File: src/rtl/wdt_pkg.sv
package wdt_pkg;

    localparam int unsigned WD_CNT_W = 8;
    localparam int unsigned PS_CNT_W = 8;
    localparam int unsigned PS_SEL_W = 3;

    typedef enum logic {
        PS_OWNER_TIMER = 1'b0,
        PS_OWNER_WDOG  = 1'b1
    } ps_owner_e;

    typedef struct packed {
        logic time_out;
        logic power_down;
    } wdt_flags_t;

    // Last count before wrap for ratio 2^(sel+1)
    function automatic logic [PS_CNT_W-1:0] ps_last(input logic [PS_SEL_W-1:0] sel);
        logic [PS_CNT_W:0] ratio;
        ratio = {{PS_CNT_W{1'b0}}, 1'b1} << (int'(sel) + 1);
        return PS_CNT_W'(ratio - 1'b1);
    endfunction

endpackage

File: src/rtl/wdt_prescaler.sv
module wdt_prescaler
    import wdt_pkg::*;
#(
    parameter int unsigned CNT_W = PS_CNT_W,
    parameter int unsigned SEL_W = PS_SEL_W
) (
    input  logic             clk,
    input  logic             rst,
    input  ps_owner_e        owner,
    input  logic [SEL_W-1:0] sel,
    input  logic             wd_step,
    input  logic             tm_step,
    input  logic             wd_clear,
    output logic             wd_wrap,
    output logic             tm_wrap_q
);

    logic [CNT_W-1:0] cnt_q;
    logic [CNT_W-1:0] last;
    logic             step;
    logic             at_last;
    logic             own_wd;

    assign own_wd  = (owner == PS_OWNER_WDOG);
    assign last    = CNT_W'(ps_last(PS_SEL_W'(sel)));
    assign step    = own_wd ? wd_step : tm_step;
    assign at_last = (cnt_q >= last);
    assign wd_wrap = own_wd && wd_step && at_last && !wd_clear;

    always_ff @(posedge clk) begin
        if (rst) begin
            cnt_q     <= '0;
            tm_wrap_q <= 1'b0;
        end else begin
            tm_wrap_q <= !own_wd && tm_step && at_last;
            if (own_wd && wd_clear)
                cnt_q <= '0;
            else if (step)
                cnt_q <= at_last ? '0 : cnt_q + 1'b1;
        end
    end

    // clear under watchdog ownership zeroes the prescaler
    p_clear_resets_ps_r2: assert property (@(posedge clk) disable iff (rst)
        (own_wd && wd_clear) |=> (cnt_q == '0));

    // under timer ownership only timer steps move the prescaler
    p_timer_hold_r3: assert property (@(posedge clk) disable iff (rst)
        (!own_wd && !tm_step) |=> $stable(cnt_q));

    // timer wrap pulse lasts one cycle for ratios of two or more
    p_tm_pulse_single_r10: assert property (@(posedge clk) disable iff (rst)
        tm_wrap_q |-> (cnt_q == '0));

endmodule

File: src/rtl/wdt_counter.sv
module wdt_counter
    import wdt_pkg::*;
#(
    parameter int unsigned CNT_W = WD_CNT_W
) (
    input  logic clk,
    input  logic rst,
    input  logic adv,
    input  logic clear,
    output logic wrap
);

    logic [CNT_W-1:0] cnt_q;

    assign wrap = adv && !clear && (cnt_q == {CNT_W{1'b1}});

    always_ff @(posedge clk) begin
        if (rst)
            cnt_q <= '0;
        else if (clear)
            cnt_q <= '0;
        else if (adv)
            cnt_q <= cnt_q + 1'b1;
    end

    // clear or sleep zeroes the watchdog count
    p_clear_zero_r1: assert property (@(posedge clk) disable iff (rst)
        clear |=> (cnt_q == '0));

    // no advance, no clear -> count holds
    p_hold_r8: assert property (@(posedge clk) disable iff (rst)
        (!adv && !clear) |=> $stable(cnt_q));

endmodule

File: src/rtl/wdt_status.sv
module wdt_status
    import wdt_pkg::*;
(
    input  logic       clk,
    input  logic       rst,
    input  logic       clr,
    input  logic       sleep,
    input  logic       wrap,
    output wdt_flags_t flags_q,
    output logic       pulse_q
);

    always_ff @(posedge clk) begin
        if (rst) begin
            flags_q <= '{time_out: 1'b1, power_down: 1'b1};
            pulse_q <= 1'b0;
        end else begin
            pulse_q <= wrap;
            if (clr)
                flags_q <= '{time_out: 1'b1, power_down: 1'b1};
            else if (sleep)
                flags_q <= '{time_out: 1'b1, power_down: 1'b0};
            else if (wrap)
                flags_q.time_out <= 1'b0;
        end
    end

    // clear sets both flags
    p_clear_flags_r4: assert property (@(posedge clk) disable iff (rst)
        clr |=> (flags_q.time_out && flags_q.power_down));

    // sleep alone sets time-out, drops power-down
    p_sleep_flags_r7: assert property (@(posedge clk) disable iff (rst)
        (sleep && !clr) |=> (flags_q.time_out && !flags_q.power_down));

    // timeout pulse shows time-out low and lasts one cycle
    p_pulse_to_low_r6: assert property (@(posedge clk) disable iff (rst)
        pulse_q |-> !flags_q.time_out);
    p_pulse_single_r6: assert property (@(posedge clk) disable iff (rst)
        pulse_q |=> !pulse_q);

endmodule

File: src/rtl/wdt_shared_ps.sv
module wdt_shared_ps
    import wdt_pkg::*;
#(
    parameter int unsigned CNT_W = WD_CNT_W,
    parameter int unsigned PS_W  = PS_CNT_W,
    parameter int unsigned SEL_W = PS_SEL_W
) (
    input  logic             clk,
    input  logic             rst,
    input  logic             tick_i,
    input  logic             wd_en_i,
    input  logic             clr_wd_i,
    input  logic             sleep_i,
    input  logic             ps_to_wdog_i,
    input  logic [SEL_W-1:0] ps_sel_i,
    input  logic             tmr_src_i,
    output logic             wdt_reset_o,
    output logic             to_o,
    output logic             pd_o,
    output logic             tmr_ps_tick_o
);

    ps_owner_e  owner;
    logic       wd_tick;
    logic       ps_wd_wrap;
    logic       cnt_adv;
    logic       cnt_clear;
    logic       cnt_wrap;
    wdt_flags_t flags;

    assign owner     = ps_owner_e'(ps_to_wdog_i);
    assign wd_tick   = tick_i && wd_en_i;
    assign cnt_adv   = (owner == PS_OWNER_WDOG) ? ps_wd_wrap : wd_tick;
    assign cnt_clear = clr_wd_i || sleep_i;

    wdt_prescaler #(.CNT_W(PS_W), .SEL_W(SEL_W)) u_ps (
        .clk       (clk),
        .rst       (rst),
        .owner     (owner),
        .sel       (ps_sel_i),
        .wd_step   (wd_tick),
        .tm_step   (tmr_src_i),
        .wd_clear  (clr_wd_i),
        .wd_wrap   (ps_wd_wrap),
        .tm_wrap_q (tmr_ps_tick_o)
    );

    wdt_counter #(.CNT_W(CNT_W)) u_cnt (
        .clk   (clk),
        .rst   (rst),
        .adv   (cnt_adv),
        .clear (cnt_clear),
        .wrap  (cnt_wrap)
    );

    wdt_status u_st (
        .clk     (clk),
        .rst     (rst),
        .clr     (clr_wd_i),
        .sleep   (sleep_i),
        .wrap    (cnt_wrap),
        .flags_q (flags),
        .pulse_q (wdt_reset_o)
    );

    assign to_o = flags.time_out;
    assign pd_o = flags.power_down;

    // timer-owned prescaler never feeds the watchdog counter
    p_owner_route_r5: assert property (@(posedge clk) disable iff (rst)
        (!ps_to_wdog_i && !wd_tick) |=> !wdt_reset_o);

endmodule

File: config.mk
export PLATFORM = sky130hd
export DESIGN_NAME = wdt_shared_ps
export DESIGN_NICKNAME = d
export VERILOG_FILES = /design/src/rtl/wdt_pkg.sv /design/src/rtl/wdt_prescaler.sv /design/src/rtl/wdt_counter.sv /design/src/rtl/wdt_status.sv /design/src/rtl/wdt_shared_ps.sv
export SDC_FILE = /design/constraint.sdc
export NUM_CORES = 1
export LEC_CHECK = 0
export BUFFER_PORTS_ARGS = -buffer_cell sky130_fd_sc_hd__buf_4
export CORE_MARGIN = 2
export CORE_UTILIZATION = 45
export CTS_CLUSTER_DIAMETER = 200
export DETAILED_ROUTE_END_ITERATION = 8
export PLACE_DENSITY = 0.71
export SLEW_MARGIN = 20
export SYNTH_ARGS = -nofsm -noshare
export SYNTH_HDL_FRONTEND = slang
export SYNTH_SLANG_ARGS = --single-unit
File: constraint.sdc
create_clock -name clk -period 2.9 [get_ports clk]
set_input_delay 0.58 -clock clk [delete_from_list [all_inputs] [get_ports clk]]
set_output_delay 0.58 -clock clk [all_outputs]
set_load 0.01 [all_outputs]
==> results_dict.tcl <==
set metrics [dict create \
    ys_ff_latch 20 \
    syn_avg_cell_area_um2 8.083 \
    drv_slew 0 \
    core-area_um2 2522 \
    cp_max_fo 5 \
    drc 0 \
    cts.htree.levels 1 \
    fmax_mhz 355.9 \
    cts.clk_slew.worst_paths_ns 0.11 \
    r2r-end "u_cnt.cnt_q[0]" \
    num_rows 18 \
    ant_nets 0 \
    synthToLayoutAreaGrowth_pct 21.36 \
    cap_viol_max_count 0 \
    wl_mm 2.630 \
    initial_core_util_pct 48.07 \
    port_buffers 14 \
    synth_cell_types 35 \
    seqPwrFrac_pct 52.6 \
    place.gp.congestion 0.8170 \
    p_clk_share_pct 29.9 \
    arrival_ns 3.04 \
    grt_overflow 0 \
    r2r_setup_slack_ns 0.60 \
    cts_tree "yes" \
    synth_top_area_share_pct 33.02 \
    die_h_um 55.91 \
    synth_flop_cell "dfxtp_1" \
    timing.rr.start "u_ps.cnt_q[0]" \
    power_switching_uw 137.3 \
    vias_per_cell 5.777 \
    wl_per_cell_um 13.02 \
    post_cts_buffers 0 \
    cts_hold_buf 0 \
    yosysMostFrequentCell "dfxtp_1" \
    setup_violations 0 \
    peakVddDrop_uv 241.2 \
    nets 195 \
    tightest_slew_ns 0.5645 \
    dp_hpwl_mm 1.886 \
    path_class "input pin to register" \
    p_comb_share_pct 17.5 \
    io_pins 15 \
    cp-endpoint "u_cnt.cnt_q[6]" \
    leakage_uw 0.0005880 \
    internal_power_uw 394.4 \
    clk_path_buf_depth 2 \
    layout-drive-gt1-share_pct 21.51 \
    sw_frac_of_total_pct 25.83 \
    synth-edff-count 0 \
    end_kind "register" \
    grt_max_degree 18 \
    yosys.area.top_type "dfxtp_1" \
    clk_latency_ns 0.29 \
    yosysWarnings 0 \
    vias 1167 \
    cts_sinks 20 \
    cts_buffers 3 \
    syn-instance-count 150 \
    die_x_um 55.91 \
    hold_viol_final 0 \
    min_period_ns 2.809 \
    finalCritPeriodShare_pct 96.88 \
    n_antenna_cell 0 \
    synth_area_um2 1212 \
    die-area_um2 3125 \
    status "completed" \
    p_per_area_nw_per_um2 361.4 \
    grt_pass1_vias 998 \
    critical_path.startpoint_type "input pin" \
    synth_common_cells "dfxtp_1 (20), nand2_1 (19), a21oi_1 (14), nor2_1 (14), ha_1 (11)" \
    grt_pass1_wl_mm 4.064 \
    root_buffer "clkbuf_4" \
    worstRegToRegCells 7 \
    timing.final.ws_setup_ns 0.09056 \
    fin_skew_ns 0.004335 \
    firstDrtPassIters 4 \
    max_slew_margin_pct 62.30 \
    min_path_type "register to register" \
    track_usage_pct 15.88 \
    dp_slack_ns -0.2191 \
    critPathRequiredTime_ns 3.13 \
    post_cts_resize_count 0 \
    ys_async_sr_fraction_pct 0 \
    seq_area_frac_synth_pct 33.02 \
    first_iter_violations 12 \
    synth.area.top_cells "dfxtp_1 (33%), ha_1 (11%), nand2_1 (5.9%)" \
    finalSetupTns_ns 0 \
    critPathLaunch "ps_sel_i[0]" \
    antenna_found_initial 0 \
]
## cell type report
cell class	count	area [µm²]
Timing Repair Buffer	20	150.1
Clock buffer	4	36.28
Fill cell	248	1051
Sequential cell	20	400.4
Inverter	5	18.77
Multi-Input combinational cell	123	828.3
Tap cell	30	37.54
## cells in the final DEF (no fill, tap or decap), types with 2 or more instances in the layout
master,instances
a211oi_2,2
a21oi_1,13
and2_1,2
and3_1,3
buf_4,20
clkbuf_4,3
conb_1,2
dfxtp_1,20
ha_1,10
inv_1,5
nand2_1,19
nand3_1,6
nand4_1,6
nor2_1,14
nor3_1,2
o211ai_1,2
o21ai_0,3
o21ai_1,5
o31ai_1,2
or3_2,4
or4_1,3
xnor2_1,3
xor2_1,5
## worst min-delay path by stage
stage                                from              end  slack (ns)  depth (start not counted)
after floorplan            u_cnt.cnt_q[6]   u_cnt.cnt_q[6]        0.45                          2
after global placement    u_st.flags_q[1]  u_st.flags_q[1]        0.45                          2
after CTS                             rst   u_ps.tm_wrap_q        0.47                          2
final                     u_st.flags_q[1]  u_st.flags_q[1]        0.47                          2
after global routing                  rst   u_ps.tm_wrap_q        0.47                          2
after detailed placement  u_st.flags_q[0]  u_st.flags_q[0]        0.45                          2
## registers in the layout, indices dropped and copies added, names as in the netlist
| register | count |
|---|---|
| u_cnt.cnt_q | 8 |
| u_ps.cnt_q | 8 |
| u_st.flags_q | 2 |
| u_ps.tm_wrap_q | 1 |
| u_st.pulse_q | 1 |
## power by group through the flow
stage                     registers (µW)  logic (µW)  clock network (µW)
after floorplan                      286        54.3                   0
after global placement               286        78.8                   0
after detailed placement             286        83.1                   0
after CTS                            280        83.6                 164
after global routing                 281         102                 173
final                                280        92.8                 159
## cell families after synthesis
family | count (synthesis) | synth area share (%)
compound gates | 32 | 16.41
flops | 20 | 33.02
buf+inv | 10 | 3.715
fa+ha+maj | 11 | 11.35
xor+xnor | 8 | 5.779
simple gates | 67 | 28.59
other cells | 1 | 0.3093
mux | 1 | 0.8256
## metrics by stage
stage | hold WS, ns | cells | util [%] | total power (µW) | instance area [µm²]
6_report | 0.4699 | 202 | 58.33 | 531.7 | 1471
5_1_grt | 0.4707 | 202 | 58.33 | 556.4 | 1471
4_1_cts | 0.4672 | 200 | 56.45 | 527.9 | 1424
3_5_place_dp | 0.4536 | 196 | 55.01 | 369.3 | 1388
3_3_place_gp | 0.4511 | 196 | 55.01 | 364.9 | 1388
2_1_floorplan | 0.4476 | 151 | - | 340.2 | 1227
## critical path, cell delays in order
cell      delay, ns
buf_4          0.11
or3_4          0.39
ha_4           0.19
nor2_1         0.11
a21oi_1        0.05
nor2_1         0.08
a31oi_1        0.05
ha_1           0.30
nand4_1        0.14
a21oi_4        0.27
a211oi_4       0.12
or4_1          0.47
a21oi_1        0.15
## routing by layer
| metal | global-route usage (%) | wire length [µm] |
|---|---|---|
| met1 | 19.08 | 1186 |
| met5 | 0 | 0 |
| met3 | 3.256 | 115 |
| met4 | 3.741 | 15 |
| met2 | 28.91 | 1312 |
Note: power is estimated with default switching activity, not from simulation.
